File: config.mk
export PLATFORM = sky130hd
export DESIGN_NAME = cpu_regfile
export DESIGN_NICKNAME = d
export VERILOG_FILES = /design/src/rtl/cpu_rf_pkg.sv /design/src/rtl/rf_wr_decode.sv /design/src/rtl/rf_data_bank.sv /design/src/rtl/rf_wide_bank.sv /design/src/rtl/rf_flag_unit.sv /design/src/rtl/cpu_regfile.sv
export SDC_FILE = /design/constraint.sdc
export NUM_CORES = 1
export LEC_CHECK = 0
export BUFFER_PORTS_ARGS = -buffer_cell sky130_fd_sc_hd__buf_4
export CORE_UTILIZATION = 53
export DETAILED_ROUTE_END_ITERATION = 8
export GPL_ROUTABILITY_DRIVEN = 0
export PLACE_DENSITY = 0.77
export SYNTH_ARGS = -nofsm -noshare
export SYNTH_HDL_FRONTEND = slang
export SYNTH_SLANG_ARGS = --single-unit
File: constraint.sdc
create_clock -name clk -period 1.88 [get_ports clk]
set_clock_uncertainty 0.2 [all_clocks]
set_input_delay 0.094 -clock clk [delete_from_list [all_inputs] [get_ports clk]]
set_output_delay 0.094 -clock clk [all_outputs]
set_load 0.01 [all_outputs]
File: src/rtl/cpu_rf_pkg.sv
`timescale 1ns/1ps
// Package: shared sizes, size codes and register ids for the register file.
// Assumes the data word is twice a byte and the pair view is two data words.
package cpu_rf_pkg;
    localparam int DATA_W = 16;
    localparam int HALF_W = DATA_W / 2;
    localparam int PAIR_W = 2 * DATA_W;
    localparam int ADDR_W = 24;
    localparam int FLAG_W = 16;
    localparam int N_DATA = 4;
    localparam int N_BYTE = 2;
    localparam int N_PAIR = 2;
    localparam int N_WIDE = 8;
    localparam int U_BIT  = 7;
    localparam int ID_W   = 4;
    localparam int DI_W   = $clog2(N_DATA);
    localparam int WI_W   = $clog2(N_WIDE);

    localparam logic [1:0] SZ_BYTE = 2'd0;
    localparam logic [1:0] SZ_WORD = 2'd1;
    localparam logic [1:0] SZ_WIDE = 2'd2;
    localparam logic [1:0] SZ_PAIR = 2'd3;

    localparam logic [ID_W-1:0] ID_W0  = ID_W'(4);
    localparam logic [ID_W-1:0] ID_SP  = ID_W'(4 + N_WIDE);
    localparam logic [ID_W-1:0] ID_FLG = ID_W'(13);
    localparam logic [ID_W-1:0] ID_SVF = ID_W'(14);

    localparam logic [WI_W-1:0] WI_USP = WI_W'(6);
    localparam logic [WI_W-1:0] WI_ISP = WI_W'(7);
endpackage

File: src/rtl/rf_wr_decode.sv
`timescale 1ns/1ps
// Write decoder: turns (size, id, lane) into per-register lane enables and
// write values, and flags size/id pairs that are not defined.
// Assumes u_flag is the current (pre-edge) stack select bit.
module rf_wr_decode
    import cpu_rf_pkg::*;
(
    input  logic                           wr_en,
    input  logic [1:0]                     wr_size,
    input  logic [ID_W-1:0]                wr_id,
    input  logic                           wr_hi,
    input  logic [PAIR_W-1:0]              wr_data,
    input  logic                           u_flag,
    output logic [N_DATA-1:0]              d_lo_we,
    output logic [N_DATA-1:0]              d_hi_we,
    output logic [N_DATA-1:0][DATA_W-1:0]  d_wval,
    output logic [N_WIDE-1:0]              w_we,
    output logic [ADDR_W-1:0]              w_wval,
    output logic                           flg_we,
    output logic                           svf_we,
    output logic [FLAG_W-1:0]              f_wval,
    output logic                           illegal
);
    logic            legal;
    logic [WI_W-1:0] w_idx;
    logic [DI_W-1:0] d_idx;
    logic [DI_W-1:0] up_idx;

    // Decode the request into enables and values; mark undefined pairs.
    always_comb begin
        legal   = 1'b0;
        d_lo_we = '0;
        d_hi_we = '0;
        w_we    = '0;
        flg_we  = 1'b0;
        svf_we  = 1'b0;
        w_wval  = wr_data[ADDR_W-1:0];
        f_wval  = wr_data[FLAG_W-1:0];
        w_idx   = wr_id[WI_W-1:0] - ID_W0[WI_W-1:0];
        d_idx   = wr_id[DI_W-1:0];
        up_idx  = d_idx + DI_W'(N_PAIR);
        for (int i = 0; i < N_DATA; i++) begin
            d_wval[i] = wr_data[DATA_W-1:0];
        end
        case (wr_size)
            SZ_BYTE: begin
                if (wr_id < ID_W'(N_BYTE)) begin
                    legal = 1'b1;
                    d_wval[d_idx]  = {wr_data[HALF_W-1:0], wr_data[HALF_W-1:0]};
                    d_hi_we[d_idx] = wr_en & wr_hi;
                    d_lo_we[d_idx] = wr_en & ~wr_hi;
                end
            end
            SZ_WORD: begin
                if (wr_id < ID_W'(N_DATA)) begin
                    legal = 1'b1;
                    d_hi_we[d_idx] = wr_en;
                    d_lo_we[d_idx] = wr_en;
                end else if (wr_id == ID_FLG) begin
                    legal  = 1'b1;
                    flg_we = wr_en;
                end else if (wr_id == ID_SVF) begin
                    legal  = 1'b1;
                    svf_we = wr_en;
                end
            end
            SZ_WIDE: begin
                if (wr_id >= ID_W0 && wr_id < ID_SP) begin
                    legal = 1'b1;
                    w_we[w_idx] = wr_en;
                end else if (wr_id == ID_SP) begin
                    legal = 1'b1;
                    w_we[u_flag ? WI_USP : WI_ISP] = wr_en;
                end
            end
            default: begin
                if (wr_id < ID_W'(N_PAIR)) begin
                    legal = 1'b1;
                    d_hi_we[d_idx]  = wr_en;
                    d_lo_we[d_idx]  = wr_en;
                    d_hi_we[up_idx] = wr_en;
                    d_lo_we[up_idx] = wr_en;
                    d_wval[up_idx]  = wr_data[PAIR_W-1:DATA_W];
                end
            end
        endcase
        illegal = wr_en & ~legal;
    end
endmodule

File: src/rtl/rf_data_bank.sv
`timescale 1ns/1ps
// Data bank: N_DATA word registers, each with separate low and high byte
// write enables so byte, word and pair views share one storage.
// Assumes enables are already qualified by the decoder.
module rf_data_bank
    import cpu_rf_pkg::*;
(
    input  logic                           clk,
    input  logic                           rst_n,
    input  logic [N_DATA-1:0]              lo_we,
    input  logic [N_DATA-1:0]              hi_we,
    input  logic [N_DATA-1:0][DATA_W-1:0]  wval,
    output logic [N_DATA-1:0][DATA_W-1:0]  q
);
    for (genvar g = 0; g < N_DATA; g++) begin : g_word
        logic [DATA_W-1:0] r;
        // Hold one data word; each byte lane loads on its own enable.
        always_ff @(posedge clk) begin
            if (!rst_n) begin
                r <= '0;
            end else begin
                if (lo_we[g]) r[HALF_W-1:0]      <= wval[g][HALF_W-1:0];
                if (hi_we[g]) r[DATA_W-1:HALF_W] <= wval[g][DATA_W-1:HALF_W];
            end
        end
        assign q[g] = r;
    end
endmodule

File: src/rtl/rf_wide_bank.sv
`timescale 1ns/1ps
// Wide bank: N_WIDE address-width registers with one shared write value.
// Assumes at most one enable is high per cycle.
module rf_wide_bank
    import cpu_rf_pkg::*;
(
    input  logic                           clk,
    input  logic                           rst_n,
    input  logic [N_WIDE-1:0]              we,
    input  logic [ADDR_W-1:0]              wval,
    output logic [N_WIDE-1:0][ADDR_W-1:0]  q
);
    for (genvar g = 0; g < N_WIDE; g++) begin : g_wide
        logic [ADDR_W-1:0] r;
        // Hold one wide register, loaded on its enable.
        always_ff @(posedge clk) begin
            if (!rst_n)     r <= '0;
            else if (we[g]) r <= wval;
        end
        assign q[g] = r;
    end
endmodule

File: src/rtl/rf_flag_unit.sv
`timescale 1ns/1ps
// Flag unit: flag word and its shadow, with save/restore strobes that take
// precedence over port writes; save beats restore when both are high.
// Assumes strobes are single-cycle requests from the interrupt logic.
module rf_flag_unit
    import cpu_rf_pkg::*;
(
    input  logic              clk,
    input  logic              rst_n,
    input  logic              flg_we,
    input  logic              svf_we,
    input  logic [FLAG_W-1:0] f_wval,
    input  logic              save,
    input  logic              restore,
    output logic [FLAG_W-1:0] flg_q,
    output logic [FLAG_W-1:0] svf_q,
    output logic              u_flag
);
    logic do_restore;
    assign do_restore = restore & ~save;

    // Flag word: restore from shadow, else port write.
    always_ff @(posedge clk) begin
        if (!rst_n)          flg_q <= '0;
        else if (do_restore) flg_q <= svf_q;
        else if (flg_we)     flg_q <= f_wval;
    end

    // Shadow: snapshot on save, else port write.
    always_ff @(posedge clk) begin
        if (!rst_n)      svf_q <= '0;
        else if (save)   svf_q <= flg_q;
        else if (svf_we) svf_q <= f_wval;
    end

    assign u_flag = flg_q[U_BIT];
endmodule

File: src/rtl/cpu_regfile.sv
`timescale 1ns/1ps
// Top: banked register file with byte/word/pair views of the data registers,
// wide registers with a flag-selected stack pointer, a flag shadow and a
// one-cycle error pulse for undefined requests.
// Assumes reads are combinational and all state changes on the rising edge.
module cpu_regfile
    import cpu_rf_pkg::*;
(
    input  logic              clk,
    input  logic              rst_n,
    input  logic              wr_en,
    input  logic [1:0]        wr_size,
    input  logic [ID_W-1:0]   wr_id,
    input  logic              wr_hi,
    input  logic [PAIR_W-1:0] wr_data,
    input  logic              fint_save,
    input  logic              fint_restore,
    input  logic [1:0]        rd8_sel,
    output logic [HALF_W-1:0] rd8_data,
    input  logic [DI_W-1:0]   rd16_sel,
    output logic [DATA_W-1:0] rd16_data,
    input  logic              rd32_sel,
    output logic [PAIR_W-1:0] rd32_data,
    input  logic [WI_W-1:0]   rd24_sel,
    output logic [ADDR_W-1:0] rd24_data,
    output logic [ADDR_W-1:0] sp_data,
    output logic [FLAG_W-1:0] flg_data,
    output logic [FLAG_W-1:0] svf_data,
    output logic              err
);
    logic [N_DATA-1:0]              d_lo_we, d_hi_we;
    logic [N_DATA-1:0][DATA_W-1:0]  d_wval, d_regs;
    logic [N_WIDE-1:0]              w_we;
    logic [ADDR_W-1:0]              w_wval;
    logic [N_WIDE-1:0][ADDR_W-1:0]  w_regs;
    logic                           flg_we, svf_we, illegal, u_flag;
    logic [FLAG_W-1:0]              f_wval, flg_q, svf_q;
    logic [DATA_W-1:0]              byte_src;

    rf_wr_decode u_dec (
        .wr_en   (wr_en),
        .wr_size (wr_size),
        .wr_id   (wr_id),
        .wr_hi   (wr_hi),
        .wr_data (wr_data),
        .u_flag  (u_flag),
        .d_lo_we (d_lo_we),
        .d_hi_we (d_hi_we),
        .d_wval  (d_wval),
        .w_we    (w_we),
        .w_wval  (w_wval),
        .flg_we  (flg_we),
        .svf_we  (svf_we),
        .f_wval  (f_wval),
        .illegal (illegal)
    );

    rf_data_bank u_data (
        .clk   (clk),
        .rst_n (rst_n),
        .lo_we (d_lo_we),
        .hi_we (d_hi_we),
        .wval  (d_wval),
        .q     (d_regs)
    );

    rf_wide_bank u_wide (
        .clk   (clk),
        .rst_n (rst_n),
        .we    (w_we),
        .wval  (w_wval),
        .q     (w_regs)
    );

    rf_flag_unit u_flag_unit (
        .clk     (clk),
        .rst_n   (rst_n),
        .flg_we  (flg_we),
        .svf_we  (svf_we),
        .f_wval  (f_wval),
        .save    (fint_save),
        .restore (fint_restore),
        .flg_q   (flg_q),
        .svf_q   (svf_q),
        .u_flag  (u_flag)
    );

    // Register the illegal-request indication as a one-cycle pulse.
    always_ff @(posedge clk) begin
        if (!rst_n) err <= 1'b0;
        else        err <= illegal;
    end

    // Combinational read views over the shared storage.
    always_comb begin
        byte_src  = d_regs[{1'b0, rd8_sel[1]}];
        rd8_data  = rd8_sel[0] ? byte_src[DATA_W-1:HALF_W] : byte_src[HALF_W-1:0];
        rd16_data = d_regs[rd16_sel];
        rd32_data = {d_regs[{1'b1, rd32_sel}], d_regs[{1'b0, rd32_sel}]};
        rd24_data = w_regs[rd24_sel];
        sp_data   = u_flag ? w_regs[WI_USP] : w_regs[WI_ISP];
        flg_data  = flg_q;
        svf_data  = svf_q;
    end
endmodule

* Yosys cells after proc, flatten, opt, wreduce, memory -nomap -nowiden
Cells that the tools add are included.
** Storage, ports and cells
- Bits in registers :: 289
- Output and inout bits :: 137
- Word-level logic and storage cells :: 122
** Cells by class
- Muxes and demuxes :: 58
- Reduce and logical (&&, ||, !) cells :: 9
- Add/subtract/negate cells :: 2
- Bitwise gates (word level) :: 12
- Magnitude comparators :: 17
- Equality and inequality tests :: 5
** Operator list (number)
- $mux 16 :: 13
- $bwmux 64 :: 2
- $mux 64 :: 2
- $pmux 64 s2 :: 1
- $bmux 24 s3 :: 1
- $demux 16 s2 :: 2
- $mux 24 :: 2
- $bmux 16 s2 :: 1
- $mux 8 :: 4
- $pmux 4 s3 :: 2
- $mux 1 :: 18
- $and 8x8->8 :: 2
- $mux 4 :: 4
- $and 4x4->4 :: 3
- $eq 4x4->1 const B :: 3
- $lt 2x3->1 const B :: 4
- $lt 3x4->1 const B :: 3
- $demux 1 s3 :: 2
- $ge 3x1->1 const B :: 2
- $lt 1x3->1 const B :: 2
- $logic_and 1x1->1 :: 5
- $and 1x1->1 :: 4
- $bwmux 4 :: 1
- $demux 1 s2 :: 2
- 14 further kinds :: 18

* Longest topological paths before layout
- Depth after elaboration :: 9
- Depth in mapped cells :: 10
- Gate-level depth less buffers :: 7

* Hierarchy
From an unflattened synthesis, not the netlist that was laid out.
** Unflattened totals
- Cell total of the unflattened synthesis :: 1496
- Area total of the unflattened synthesis :: 16459.5 um^2
** By module, submodules not included
- rf_wide_bank :: area each 7733.7 um^2, instances 1, sequential area each 3843.7 um^2, cells an instance 645
- cpu_regfile :: area each 2761.4 um^2, instances 1, sequential area each 20.0 um^2, cells an instance 180
- rf_data_bank :: area each 2434.8 um^2, instances 1, sequential area each 1281.2 um^2, cells an instance 207
- rf_wr_decode :: area each 1901.8 um^2, instances 1, sequential area each 0.0 um^2, cells an instance 318
- rf_flag_unit :: area each 1627.8 um^2, instances 1, sequential area each 640.6 um^2, cells an instance 146

* Worst setup path before layout
OpenSTA, ideal clock, no wires.
- Path type :: input-to-reg
- From :: input port wr_id[2]
- To :: register u_data.g_word[0].r[15]
- Path buffers :: 1
- Stages on the path :: 8
- Slack :: -95 ps
- Arrival :: 1658 ps
- Setup time :: 117 ps
- Required time :: 1563 ps
- Path through :: inv_1 > ha_1 > nor4bb_1 > buf_2 > mux2_1 > a22oi_1 > o21ai_0 > a22o_1
** Between the ends
- Cells in the longest elaborated chain, start to end :: 3
- Elaborated cells on any way between the ends :: 9
- Classes of those cells :: order compare: 2; mux: 7
** RTL lines
- start, declared :: RTL line cpu_regfile.sv:13 : input logic [ID_W-1:0] wr_id,
- $lt 4x2->1 / $lt 4x3->1 (equally long branches) :: RTL line rf_wr_decode.sv:47, rf_wr_decode.sv:77, rf_wr_decode.sv:55
- $mux 4 (tied with other cells) :: RTL line rf_wr_decode.sv:77 : if (wr_id < ID_W'(N_PAIR)) begin
- $pmux 4 s3 / $pmux 64 s2 (equally long branches) :: RTL line rf_wr_decode.sv:45 : case (wr_size)
- end signal, assigned by index :: RTL line rf_data_bank.sv:22 : if (lo_we[g]) r[HALF_W-1:0] <= wval[g][HALF_W-1:0];
- end signal, assigned by index :: RTL line rf_data_bank.sv:23 : if (hi_we[g]) r[DATA_W-1:HALF_W] <= wval[g][DATA_W-1:HALF_W];
- end, declared :: RTL line rf_data_bank.sv:16 : logic [DATA_W-1:0] r;
Several ways; a longest one is shown, not always the timed one.
A chain may end at the register's enable or synchronous reset.

* Worst setup path after layout
- From :: register u_wide.g_wide[3].r[5]
- To :: output port rd24_data[5]
** Between the ends
- Cells in the longest elaborated chain, start to end :: 2
** RTL lines
- start, declared :: RTL line rf_wide_bank.sv:14 : logic [ADDR_W-1:0] r;
- start signal, assigned :: RTL line rf_wide_bank.sv:18 : else if (we[g]) r <= wval;
- $bmux 24 s3 :: RTL line cpu_regfile.sv:100 : rd24_data = w_regs[rd24_sel];
- $mux 24 (not written as such) :: RTL line cpu_regfile.sv:100
- end, declared :: RTL line cpu_regfile.sv:25 : output logic [ADDR_W-1:0] rd24_data,
Every way passes these cells. The select of a mux whose other input is x is not followed.

==> flow_summary_export.csv <==
group,metric,value,unit
run_status,status,"complete, but fails checks",
run_status,violations,"setup timing",
synth,synth_simple_gate_area_frac,0.1665,
detailed_routing,avgRoutedWirePerCell,21.68,um
detailed_routing,drc_errors,0,
timing,fin_ws,-0.2472,ns
timing,worst_pin_slew,0.5699,ns
min_path,min_from,"wr_size[1]",
cts,cts.sinks,289,
setup_path,cp-end-kind,"output pin",
timing,relSlewSlack,0.6201,
setup_path,cp.arrival,1.83,ns
synth,synth_common_cells,"nand2_1, dfxtp_1, a21oi_1",
die,initial_core_util,0.5387,
synth,synthArstFlopShare,0,
timing,finalSetupViolations,41,
detailed_routing,antenna_left,0,
synth,yosys.cell_types.count,58,
setup_path,crit_chain,"mux4_2, mux2_4, buf_6",
timing,rsz0062_at_grt,"true",
setup_path,required,1.59,ns
die,io-pin-count,189,
setup_path,r2r-end,"u_wide.g_wide[6].r[9]",
power,ir_drop,0.7324,mV
power,clockPowerShare,0.434,
synth,synth_compound_area_frac,0.1629,
detailed_routing,wirelength,49930,um
timing,fin_crit_sh,1.131,
place,pre_cts_slack,-0.2063,ns
cts,clkSlewWorstSetupHoldPaths,0.06,ns
cells_and_area,diodes,0,
flow_run,max-cap-violations,0,
global_routing,grt_pass1_wl,76620,um
setup_path,worstSetupPathType,"register to output pin",
power,p_int,10580,uW
timing,fmax,470.1,MHz
power,switching_share,0.2612,
setup_path,crit_buf_inv,1,
place,port_buffers,188,
power,comb_power_share,0.126,
setup_path,cpMaxStageDelayCell,"mux4_2",
global_routing,grt_pass1_vias,13810,
synth,muxShareOfSynthArea,0.2222,
synth,yosys.area_share.xor_xnor,0,
synth,yosysTopAreaCell,"dfxtp_1",
cells_and_area,fill_cells,1960,
die,die-area,0.02883,mm^2
min_path,hold-path-endpoint,"err",
synth,ys_seq_area_frac,0.3877,
cts,cts.path.max_buffers,3,
die,die_w,169.8,um
synth,yosys.area.top_type_share,0.3877,
cells_and_area,area_delta_synth_final,29.83,%
power,switchingPower,3741,uW
global_routing,antenna_found_initial,0,
synth,netlist_top_cells_area,"dfxtp_1, mux4_2, nand2_1",
power,powerDensity,739.2,mW/mm^2
synth,synth_seq_cells,289,
synth,syn_nets,1766,
timing,setup_tns,-5.818,ns
setup_path,rrSetupSlack,0.08,ns
global_routing,grt_usage,0.3376,
timing,finalMaxSlewViolations,0,
cts,clk_latency,0.55,ns
setup_path,critPathTopFamily,"multiplexers",
detailed_routing,vias,14400,
power,sequentialPowerShare,0.441,
place,dp_hpwl,31280,um
setup_path,slowest_delay,0.51,ns
setup_path,worst-path-max-fanout,2,
synth,synth_top_family_by_area,"multiplexers",
die,rows,61,
cells_and_area,drive_gt1_frac,0.3112,
detailed_routing,dr.pass1.iters,6,
global_routing,grt_overflow_total,0,
cts,cts_tree,"done",
min_path,hold_class,"primary input to register",
power,p_leak,0.007715,uW
setup_path,startpoint,"u_wide.g_wide[3].r[5]",
power,total_power,14320,uW
detailed_routing,vias_per_cell,6.251,
detailed_routing,drt_iter0_markers,1673,
cts,numCtsBuffers,30,
cells_and_area,nets,1960,
synth,yosys_most_used_dff,"dfxtp_1",
synth,synth_fa_ha_area_frac,0.005869,
die,coreArea,0.02771,mm^2
setup_path,cp-start-kind,"register",
min_path,min_path_cells,5,
global_routing,grt_max_degree,102,
die,die_height,169.8,um
synth,synth_enable_flop_cells,0,
synth,synth_most_common_cell,"nand2_1",
timing,period_minus_slack,2.127,ns
timing,hold_viol,0,
setup_path,rr_startpoint,"u_flag_unit.flg_q[7]",
synth,ys_warn_count,0,
setup_path,rr_worst_depth,6,
cts,ctsHtreeMaxLevel,1,
synth,syn_inst,1707,
synth,synth.cell_area,0.01492,mm^2
synth,postSynthAreaPerCell,8.743,um^2
cts,cts_root_buf,"clkbuf_16",
registers in the layout, summed over array words and instances (netlist names):
| name | count |
|---|---|
| u_flag_unit.svf_q | 16 |
| u_flag_unit.flg_q | 16 |
| u_wide.g_wide.r | 192 |
| u_data.g_word.r | 64 |
| err | 1 |
worst reg2reg max path: cells and delay by family (launching register included):
family / cells / cell delay, ns
buffers and inverters: 3 / 0.42
DFF: 1 / 0.41
AOI/OAI and AO/OA: 1 / 0.36
muxes: 1 / 0.24
and+or+nand+nor: 1 / 0.07
worst max path at each step:
stage	endpoint	slack (ns)	cells after the start
after floorplan	u_data.g_word[0].r[15]	-0.006	8
after global placement	u_data.g_word[0].r[15]	-0.17	8
after detailed placement	u_data.g_word[0].r[15]	-0.21	8
after CTS	rd24_data[5]	-0.25	3
after global routing	rd24_data[5]	-0.28	3
final	rd24_data[5]	-0.25	3
layer usage:
layer | up-vias | wire, um | track usage
met3 | 132 | 5405 | 0.07813
met5 | - | 0 | 0
met1 | 6923 | 19370 | 0.4369
met2 | 906 | 23480 | 0.5458
met4 | 0 | 1668 | 0.1304
li1 | 6434 | - | -
cells by family (layout without fill, tap and decap cells):
group                      count (synthesis)  after routing
and+or+nand+nor                          600            600
AOI/OAI and AO/OA                        387            387
DFF                                      289            289
muxes                                    231            231
buffers and inverters                    193            411
adders and majority gates                  7              7
metrics by stage:
step / util / cells / hold WS (ns) / cell area [um^2]
floorplan: - / 1707 / 0.1204 / 14960
global placement: 0.6232 / 2189 / 0.2062 / 17270
detailed placement: 0.6232 / 2189 / 0.2150 / 17270
CTS: 0.6954 / 2298 / 0.002669 / 19270
global route: 0.6994 / 2303 / 0.04828 / 19380
finish: 0.6994 / 2303 / 0.02559 / 19380
power by group through the flow:
stage | Sequential (uW) | Combinational (uW) | Clock, uW
2_1_floorplan | 6440 | 932 | 0
3_3_place_gp | 6430 | 1570 | 0
3_5_place_dp | 6440 | 1600 | 0
4_1_cts | 6310 | 1760 | 6230
5_1_grt | 6320 | 1900 | 6500
6_report | 6310 | 1800 | 6210
layout make-up:
type | instances | area [um^2] | share of cell area
clock buffers | 37 | 837.1 | 0.04320
clock inverters | 19 | 203.9 | 0.01053
inverters | 15 | 65.06 | 0.003358
multi-input cells | 1225 | 8581 | 0.4429
flip-flops and latches | 289 | 5871 | 0.3030
well taps | 378 | 473.0 | 0.02441
repair buffers | 340 | 3346 | 0.1727
layout by cell type (no fill, tap or decap), types with 7 or more instances in the layout:
| cell type | synthesis | final |
|---|---|---|
| a211oi_1 | 38 | 38 |
| a21oi_1 | 187 | 187 |
| a22o_1 | 17 | 17 |
| a22oi_1 | 8 | 8 |
| a31oi_1 | 9 | 9 |
| buf_12 | 0 | 39 |
| buf_4 | 8 | 209 |
| buf_6 | 3 | 52 |
| clkbuf_16 | 0 | 30 |
| clkinv_2 | 0 | 8 |
| dfxtp_1 | 289 | 225 |
| dfxtp_2 | 0 | 62 |
| dlygate4sd3_1 | 0 | 38 |
| inv_1 | 14 | 13 |
| mux2_2 | 81 | 33 |
| mux2_4 | 0 | 48 |
| mux2i_1 | 77 | 77 |
| mux4_2 | 72 | 72 |
| nand2_1 | 392 | 392 |
| nand3_1 | 57 | 55 |
| nand4_1 | 9 | 9 |
| nor2_1 | 101 | 101 |
| o211a_1 | 16 | 16 |
| o211ai_1 | 31 | 31 |
| o21ai_0 | 50 | 49 |
| o221ai_1 | 7 | 7 |
| o31ai_1 | 8 | 8 |
repair_timing:
item / CTS / global route
resized for setup: 129 / 52
hold buffers: 38 / 0
endpoints found under the hold margin: 285 / 0
gates cloned: 2 / 0
setup buffers: 13 / 8
pin swaps: 0 / 2
setup endpoints to repair: 50 / 69
Power figures use the tool's default switching activity.
